--- src/rtl/nt_pkg.sv ---
package nt_pkg;

  typedef enum logic [1:0] {
    SRC_INT = 2'd0,
    SRC_MTK = 2'd1,
    SRC_CYC = 2'd2
  } srcCode_e;

  typedef struct packed {
    logic inc;      // advance the free-running counter
    logic winClr;   // restart the supervision window
    logic winStep;  // one internal tick elapsed inside the window
  } ntStrobes_t;

endpackage

--- src/rtl/nt_edge_sync.sv ---
module nt_edge_sync (
  input  logic clk,
  input  logic rstN,
  input  logic asyncIn,
  output logic risePulse
);

  logic meta;
  logic stable;
  logic stableDly;

  always_ff @(posedge clk or negedge rstN) begin
    if (!rstN) begin
      meta      <= 1'b0;
      stable    <= 1'b0;
      stableDly <= 1'b0;
    end else begin
      meta      <= asyncIn;
      stable    <= meta;
      stableDly <= stable;
    end
  end

  assign risePulse = stable & ~stableDly;

  // a detected edge never lasts longer than one cycle
  assert_single_edge_R3: assert property (@(posedge clk) disable iff (!rstN)
    risePulse |=> !risePulse);

endmodule

--- src/rtl/nt_supervisor_ctrl.sv ---
module nt_supervisor_ctrl
  import nt_pkg::*;
#(
  parameter int PRE_W = 16
) (
  input  logic             clk,
  input  logic             rstN,
  input  logic [1:0]       srcSel,
  input  logic             srcWrite,
  input  logic [PRE_W-1:0] prescaleCmp,
  input  logic [1:0]       risePulse,
  input  logic             winHit,
  output ntStrobes_t       strobes,
  output logic [1:0]       activeSrc,
  output logic             fallbackFlag
);

  logic [PRE_W-1:0] prescCnt;
  logic             tick;
  srcCode_e         selReg;
  srcCode_e         selNext;
  logic             extSel;
  logic             extActive;
  logic             edgeSel;
  logic             failNow;

  // internal prescaler: one tick every prescaleCmp+1 cycles
  assign tick = (prescCnt >= prescaleCmp);

  always_ff @(posedge clk or negedge rstN) begin
    if (!rstN) prescCnt <= '0;
    else if (tick) prescCnt <= '0;
    else prescCnt <= prescCnt + 1'b1;
  end

  // decode the written code: anything that is not external means internal
  always_comb begin
    unique case (srcSel)
      2'd1:    selNext = SRC_MTK;
      2'd2:    selNext = SRC_CYC;
      default: selNext = SRC_INT;
    endcase
  end

  always_ff @(posedge clk or negedge rstN) begin
    if (!rstN) selReg <= SRC_INT;
    else if (srcWrite) selReg <= selNext;
  end

  assign extSel    = (selReg == SRC_MTK) || (selReg == SRC_CYC);
  assign extActive = extSel & ~fallbackFlag;
  assign edgeSel   = (selReg == SRC_MTK) ? risePulse[0] : risePulse[1];
  assign failNow   = extActive & tick & ~edgeSel & winHit & ~srcWrite;

  always_ff @(posedge clk or negedge rstN) begin
    if (!rstN) fallbackFlag <= 1'b0;
    else if (srcWrite) fallbackFlag <= 1'b0;
    else if (failNow) fallbackFlag <= 1'b1;
  end

  always_comb begin
    strobes.inc     = extActive ? (edgeSel | failNow) : tick;
    strobes.winClr  = srcWrite | ~extActive | edgeSel | failNow;
    strobes.winStep = ~strobes.winClr & tick;
  end

  assign activeSrc = extActive ? selReg : SRC_INT;

  // the fallback flag holds until software writes the selection
  assert_fallback_sticky_R5: assert property (@(posedge clk) disable iff (!rstN)
    (fallbackFlag && !srcWrite) |=> fallbackFlag);

  // a fallen-back block reports the internal source
  assert_fallen_internal_R4: assert property (@(posedge clk) disable iff (!rstN)
    fallbackFlag |-> (activeSrc == SRC_INT));

  // a fallback can only start while an external source was active
  assert_fallback_origin_R4: assert property (@(posedge clk) disable iff (!rstN)
    $rose(fallbackFlag) |-> $past(extActive));

  // a write always leaves the flag clear
  assert_write_clears_R6: assert property (@(posedge clk) disable iff (!rstN)
    srcWrite |=> !fallbackFlag);

endmodule

--- src/rtl/nt_count_path.sv ---
module nt_count_path
  import nt_pkg::*;
#(
  parameter int CNT_W = 32,
  parameter int WIN_W = 16
) (
  input  logic             clk,
  input  logic             rstN,
  input  ntStrobes_t       strobes,
  input  logic [WIN_W-1:0] windowLen,
  output logic             winHit,
  output logic [CNT_W-1:0] count,
  output logic             overflow
);

  localparam logic [CNT_W-1:0] CNT_MAX = {CNT_W{1'b1}};

  logic [WIN_W-1:0] winCnt;
  logic [WIN_W:0]   winNext;

  assign winNext = {1'b0, winCnt} + 1'b1;
  assign winHit  = (winNext >= {1'b0, windowLen});

  always_ff @(posedge clk or negedge rstN) begin
    if (!rstN) winCnt <= '0;
    else if (strobes.winClr) winCnt <= '0;
    else if (strobes.winStep) winCnt <= winNext[WIN_W-1:0];
  end

  always_ff @(posedge clk or negedge rstN) begin
    if (!rstN) begin
      count    <= '0;
      overflow <= 1'b0;
    end else begin
      overflow <= strobes.inc && (count == CNT_MAX);
      if (strobes.inc) count <= count + 1'b1;
    end
  end

  // without an increment strobe the counter does not move
  assert_hold_no_inc_R2: assert property (@(posedge clk) disable iff (!rstN)
    !strobes.inc |=> $stable(count));

  // overflow is seen only together with a zero count
  assert_wrap_zero_R8: assert property (@(posedge clk) disable iff (!rstN)
    overflow |-> (count == '0));

  // overflow lasts a single cycle
  assert_overflow_pulse_R8: assert property (@(posedge clk) disable iff (!rstN)
    overflow |=> !overflow);

endmodule

--- src/rtl/nt_counter_supervisor.sv ---
module nt_counter_supervisor
  import nt_pkg::*;
#(
  parameter int CNT_W = 32,
  parameter int PRE_W = 16,
  parameter int WIN_W = 16
) (
  input  logic             clk,
  input  logic             rstN,
  input  logic [1:0]       srcSel,
  input  logic             srcWrite,
  input  logic [PRE_W-1:0] prescaleCmp,
  input  logic [WIN_W-1:0] windowLen,
  input  logic             macroTickIn,
  input  logic             cycleStartIn,
  output logic [CNT_W-1:0] count,
  output logic             overflow,
  output logic [1:0]       activeSrc,
  output logic             fallbackFlag
);

  localparam int NUM_EXT = 2;

  logic [NUM_EXT-1:0] extRaw;
  logic [NUM_EXT-1:0] risePulse;
  logic               winHit;
  ntStrobes_t         strobes;

  assign extRaw = {cycleStartIn, macroTickIn};

  for (genvar g = 0; g < NUM_EXT; g++) begin : gSync
    nt_edge_sync syncI (
      .clk       (clk),
      .rstN      (rstN),
      .asyncIn   (extRaw[g]),
      .risePulse (risePulse[g])
    );
  end

  nt_supervisor_ctrl #(.PRE_W(PRE_W)) ctrlI (
    .clk          (clk),
    .rstN         (rstN),
    .srcSel       (srcSel),
    .srcWrite     (srcWrite),
    .prescaleCmp  (prescaleCmp),
    .risePulse    (risePulse),
    .winHit       (winHit),
    .strobes      (strobes),
    .activeSrc    (activeSrc),
    .fallbackFlag (fallbackFlag)
  );

  nt_count_path #(.CNT_W(CNT_W), .WIN_W(WIN_W)) pathI (
    .clk       (clk),
    .rstN      (rstN),
    .strobes   (strobes),
    .windowLen (windowLen),
    .winHit    (winHit),
    .count     (count),
    .overflow  (overflow)
  );

endmodule

--- config.mk ---
export PLATFORM = sky130hd
export DESIGN_NAME = nt_counter_supervisor
export DESIGN_NICKNAME = d
export VERILOG_FILES = /design/src/rtl/nt_pkg.sv /design/src/rtl/nt_edge_sync.sv /design/src/rtl/nt_supervisor_ctrl.sv /design/src/rtl/nt_count_path.sv /design/src/rtl/nt_counter_supervisor.sv
export SDC_FILE = /design/constraint.sdc
export NUM_CORES = 1
export LEC_CHECK = 0
export BUFFER_PORTS_ARGS = -buffer_cell sky130_fd_sc_hd__buf_2
export CAP_MARGIN = 10
export CORE_ASPECT_RATIO = 2
export CORE_MARGIN = 4
export CORE_UTILIZATION = 57
export CTS_CLUSTER_SIZE = 8
export DETAILED_ROUTE_END_ITERATION = 6
export GPL_TIMING_DRIVEN = 1
export HOLD_SLACK_MARGIN = 0.06
export PLACE_DENSITY = 0.86
export RECOVER_POWER = 50
export SETUP_SLACK_MARGIN = 0.4
export SLEW_MARGIN = 5
export SYNTH_ARGS = -nofsm -noshare
export SYNTH_HDL_FRONTEND = slang
export SYNTH_SLANG_ARGS = --single-unit
--- constraint.sdc ---
create_clock -name clk -period 4.8 [get_ports clk]
set_clock_uncertainty 0.1 [all_clocks]
set_input_delay 0.72 -clock clk [delete_from_list [all_inputs] [get_ports clk]]
set_output_delay 0.72 -clock clk [all_outputs]
set_load 0.1 [all_outputs]
# Word-level counts from Yosys, hierarchy flattened
# Index checks and enable logic that the tools add are counted.
# totals
regBits,74
latchBits,0
ram_bits,0
romBits,0
input_bits,39
out_inout_bits,36
word_cells,54
mem_count,0
# op_classes
addsub,3
mul,0
n_div,0
magnitude_cmp,2
eq_ne,5
shift,0
n_mux,9
bitwise_logic,19
n_reduce_logical,4
# ops
operator,count
16-bit 2-to-1 mux,3
"32-bit by 1-bit adder with 32-bit output, second input constant",1
"32-bit == test, second input constant",1
"16-bit by 1-bit adder with 17-bit output, second input constant",1
17-bit by 16-bit >= comparator with 1-bit output,1
"16-bit by 1-bit adder with 16-bit output, second input constant",1
16-bit >= comparator,1
1-bit AND,8
1-bit inverter,7
"2-bit by 1-bit == test with 1-bit output, second input constant",2
"2-bit == test, second input constant",2
1-bit 2-to-1 mux,4
1-bit bitwise OR,4
2-bit case mux with 2 select lines,1
2-bit nonzero test,2
2-bit 2-to-1 mux,1
1-bit logical AND,1
1-bit logical OR,1

# Longest topological paths before layout
# depth
word_depth,12
mapped_depth,16
mapped_depth_nobuf,14

# Cells and area by module
# A second synthesis with hierarchy kept.
# unflattened
cells_unflattened,444
area_unflattened_um2,4431.8
# modules_own_cells
mod,n_inst,cells_per_inst,area_per_inst_um2
nt_count_path,1,288,2832.7
nt_supervisor_ctrl,1,148,1421.4
nt_edge_sync,2,4,88.8

# Worst setup path before layout
# OpenSTA, ideal clock, no wires.
# synth_timing
path_kind,register -> output
startpoint,register ctrlI.fallbackFlag
endpoint,output activeSrc[0]
arrival_ps,2990
required_time_ps,3980
setup_slack_ps,990
path_stages_with_launch,2
n_path_buf,0
cell_sequence,dfrtp_1 -> nor3_1
# synth_between
elab_chain_len,3
# synth_rtl
item,line_no,rtl
from (decl),nt_supervisor_ctrl.sv:15,output logic fallbackFlag
from (signal assigned),nt_supervisor_ctrl.sv:56,if (!rstN) fallbackFlag <= 1'b0;
from (signal assigned),nt_supervisor_ctrl.sv:57,else if (srcWrite) fallbackFlag <= 1'b0;
from (signal assigned),nt_supervisor_ctrl.sv:58,else if (failNow) fallbackFlag <= 1'b1;
1-bit inverter,nt_supervisor_ctrl.sv:51,assign extActive = extSel & ~fallbackFlag;
1-bit AND,nt_supervisor_ctrl.sv:51,
2-bit 2-to-1 mux,nt_supervisor_ctrl.sv:67,assign activeSrc = extActive ? selReg : SRC_INT;
to (decl),nt_counter_supervisor.sv:18,"output logic [1:0] activeSrc,"
# Every way passes these cells.

# Worst setup path in the final report
# layout_timing
startpoint,register pathI.winCnt[0]
endpoint,register pathI.count[28]
# layout_between
elab_chain_len,6
# layout_rtl
item,line_no,rtl
from (decl),nt_count_path.sv:18,logic [WIN_W-1:0] winCnt;
from (signal assigned),nt_count_path.sv:27,else if (strobes.winStep) winCnt <= winNext[WIN_W-1:0];
16-bit by 1-bit adder with 17-bit output,nt_count_path.sv:21,"assign winNext = {1'b0, winCnt} + 1'b1;"
17-bit by 16-bit >= comparator with 1-bit output,nt_count_path.sv:22,"assign winHit = (winNext >= {1'b0, windowLen});"
1-bit AND (2 in series),nt_supervisor_ctrl.sv:53,assign failNow = extActive & tick & ~edgeSel & winHit & ~srcWrite;
1-bit bitwise OR,nt_supervisor_ctrl.sv:62,strobes.inc = extActive ? (edgeSel | failNow) : tick;
1-bit 2-to-1 mux,nt_supervisor_ctrl.sv:62,
to (signal assigned),nt_count_path.sv:36,if (strobes.inc) count <= count + 1'b1;
to (decl),nt_count_path.sv:12,"output logic [CNT_W-1:0] count,"
# Every way passes these cells.
# A chain may end at the register's enable or synchronous reset.

==> results.cfg <==
[cells_and_area]
drive_gt1_frac = 0.182
stdcell_area_sq_mm = 0.00541
final_common_cell = dfrtp_1
stdcell_count = 678
diodes = 0
final_cell_mix = dfrtp_1, buf_2, xor2_1
final_nets = 653
fillCellCount = 610
syn2layout_area_growth_pct = 16.8

[clocking]
root_buffer = clkbuf_16
cts_buffer_depth = 2
cts_hold_buf = 0
cts_sinks = 74
cts_buffers = 9
clock_latency_ns = 0.34
clkTransAtPathRegs_ns = 0.06
htreeDepth = 3
ctsResizeCount = 0
cts_tree = done
postCtsSetupBuffers = 0

[pwr]
pwr_density_cell_mw_per_mm2 = 357
ir_drop_mv = 0.370
p_leak_nw = 2.75

[route]
num_vias = 4123
drt_pass1_iterations = 7
wire_per_inst_um = 16.9
vias_per_cell = 6.08
drc = 0
drt-initial-drc-count = 303
wl_mm = 11.5
drtAntennaViolNets = 0

[timing]
fmax_mhz = 247
slew_viol_final = 75
tightest_slew_ns = 1.78
relSlewSlack = -0.186
period_needed_ns = 4.04
post-route-period-util = 0.842
setup_viol = 0
final.setup.tns_ns = 0
hold_viol_final = 0
rsz0062_at_grt = false
fin_ws_ns = 0.758

[floorplan]
dieHeight_um = 135
core-area_sq_mm = 0.00794
die-area_sq_mm = 0.00972
die_x_um = 71.7
start_util = 0.583
rows = 46
ios = 75

[synth]
ys.flop_type = dfrtp_1
ys_warn_count = 0
synthArstFlopShare = 1.00
synth_edf_count = 0
synth_cell_types = 50
postSynthAreaPerCell_sq_um = 9.22
ys_seq_area_frac = 0.400
synth_area_sq_mm = 0.00463
synth_cells = 502
synth_nets = 577
ys_seq_elements = 74

[placed_design]
gp_congestion = 0.898
hpwl_mm = 8.43
port_buffers = 74
dp.cells = 663
dp_slack_ns = 0.486
dpl_cell_area_sq_mm = 0.00514

[setup_path]
crit_chain = ha_1, nand3_2, or2_2, nor3_1, nand3_1, xnor2_1, ha_1, a21oi_1, nor2b_1, a311oi_1, o21ai_1, o21bai_4, buf_4, a211oi_1, xor2_1
cpMaxStageDelayCell = o21bai_4
crit_buf_inv = 1
reg2reg_depth = 15
cpMostUsedCell = ha_1
worst_ep_arrival_time_ns = 4.14
slowest_delay_ns = 0.56
criticalPathCategory = reg2reg
reg2reg_from = pathI.winCnt[0]
critical_path.top_delay_family = compound AO/OA/AOI/OAI gates
end_kind = flip-flop
start_kind = flip-flop
cp_max_fo = 26
r2r_slack_ns = 0.76
crit_required_ns = 4.90
r2r-end = pathI.count[28]

[min_path]
hp-class = reg2reg
min_from = gSync[0].syncI.meta
min_path_cells = 0
worst_hold_path.endpoint = gSync[0].syncI.stable

[global_route]
use_met1 = 0.276
grt_max_degree = 75
grtUsageMet3 = 0.0379
grt_pass1_vias = 4163
use_met2 = 0.434
grt_overflow = 0
grt_pass1_wl_mm = 18.9
busiest_layer = met2
antenna_found_initial = 0
track_usage = 0.245

[status]
outcome = finished, violations left
violations = capacitance limit, slew limit

[job]
drv_cap = 1
-- where the power goes --
group,total (W),internal [W],switching (W)
registers,0.000788,0.000690,0.0000984
logic,0.000528,0.000150,0.000377
clock network,0.000611,0.000358,0.000253
-- state kept, by name, summed over array words and instances (netlist names) --
signal                 cells
ctrlI.prescCnt            16
pathI.overflow             1
gSync.syncI.stableDly      2
pathI.winCnt              16
gSync.syncI.meta           2
ctrlI.selReg               2
ctrlI.fallbackFlag         1
gSync.syncI.stable         2
pathI.count               32
-- worst max path at each step --
stage | start | endpoint | cells after the start
after floorplan | ctrlI.fallbackFlag | activeSrc[0] | 1
after global placement | pathI.winCnt[0] | pathI.count[1] | 14
after detailed placement | pathI.winCnt[0] | pathI.count[9] | 14
after CTS | pathI.winCnt[0] | pathI.count[9] | 14
after global routing | pathI.winCnt[0] | pathI.count[28] | 15
final | pathI.winCnt[0] | pathI.count[28] | 15
-- stage by stage --
stage          utilization  power [W]  hold slack, ns
2_1_floorplan            -    0.00117           0.231
3_3_place_gp         0.647    0.00130           0.239
3_5_place_dp         0.647    0.00132           0.235
4_1_cts              0.681    0.00194           0.247
5_1_grt              0.681    0.00202           0.251
6_report             0.681    0.00193           0.246
-- cells by family after synthesis --
family,Yosys count,share of synthesized area
adders and majority gates,36,0.0973
DFF,74,0.400
xor gates and xnor gates,58,0.110
AOI/OAI and AO/OA,87,0.126
muxes,2,0.00459
buffers and inverters,61,0.0508
and+or+nand+nor,184,0.212
-- cell type report --
type                    count  area [sq um]  area share
clock inverters             5          31.3     0.00579
well taps                  96           120      0.0222
repair buffers             85           439      0.0813
flip-flops and latches     74          1850       0.343
inverters                  41           154      0.0285
multi-input cells         367          2570       0.475
clock buffers              10           239      0.0442
-- metal layers --
layer | share of wire | vias to the layer above
li1 | - | 1937
met2 | 0.54 | 156
met4 | 0.032 | 0
met1 | 0.38 | 1993
met3 | 0.051 | 37
met5 | 0 | -
-- cell usage after synthesis (all sizes together), types with 2 or more instances --
master	n	share of area
a2111oi	8	0.018
a211oi	22	0.037
a21o	3	0.0049
a21oi	28	0.030
a22oi	2	0.0032
and2	6	0.0084
and3	8	0.011
and4	4	0.0081
buf	4	0.0041
clkbuf	16	0.014
dfrtp	74	0.40
ha	36	0.097
inv	41	0.033
nand2	33	0.027
nand2b	2	0.0027
nand3	43	0.048
nand3b	6	0.0097
nand4	20	0.028
nor2	33	0.027
nor3	17	0.023
nor3b	2	0.0032
nor4	3	0.0041
o211ai	2	0.0032
o21ai	16	0.017
or3	2	0.0027
or4	2	0.0049
xnor2	13	0.025
xor2	45	0.085
(Power assumes the default switching activity.)
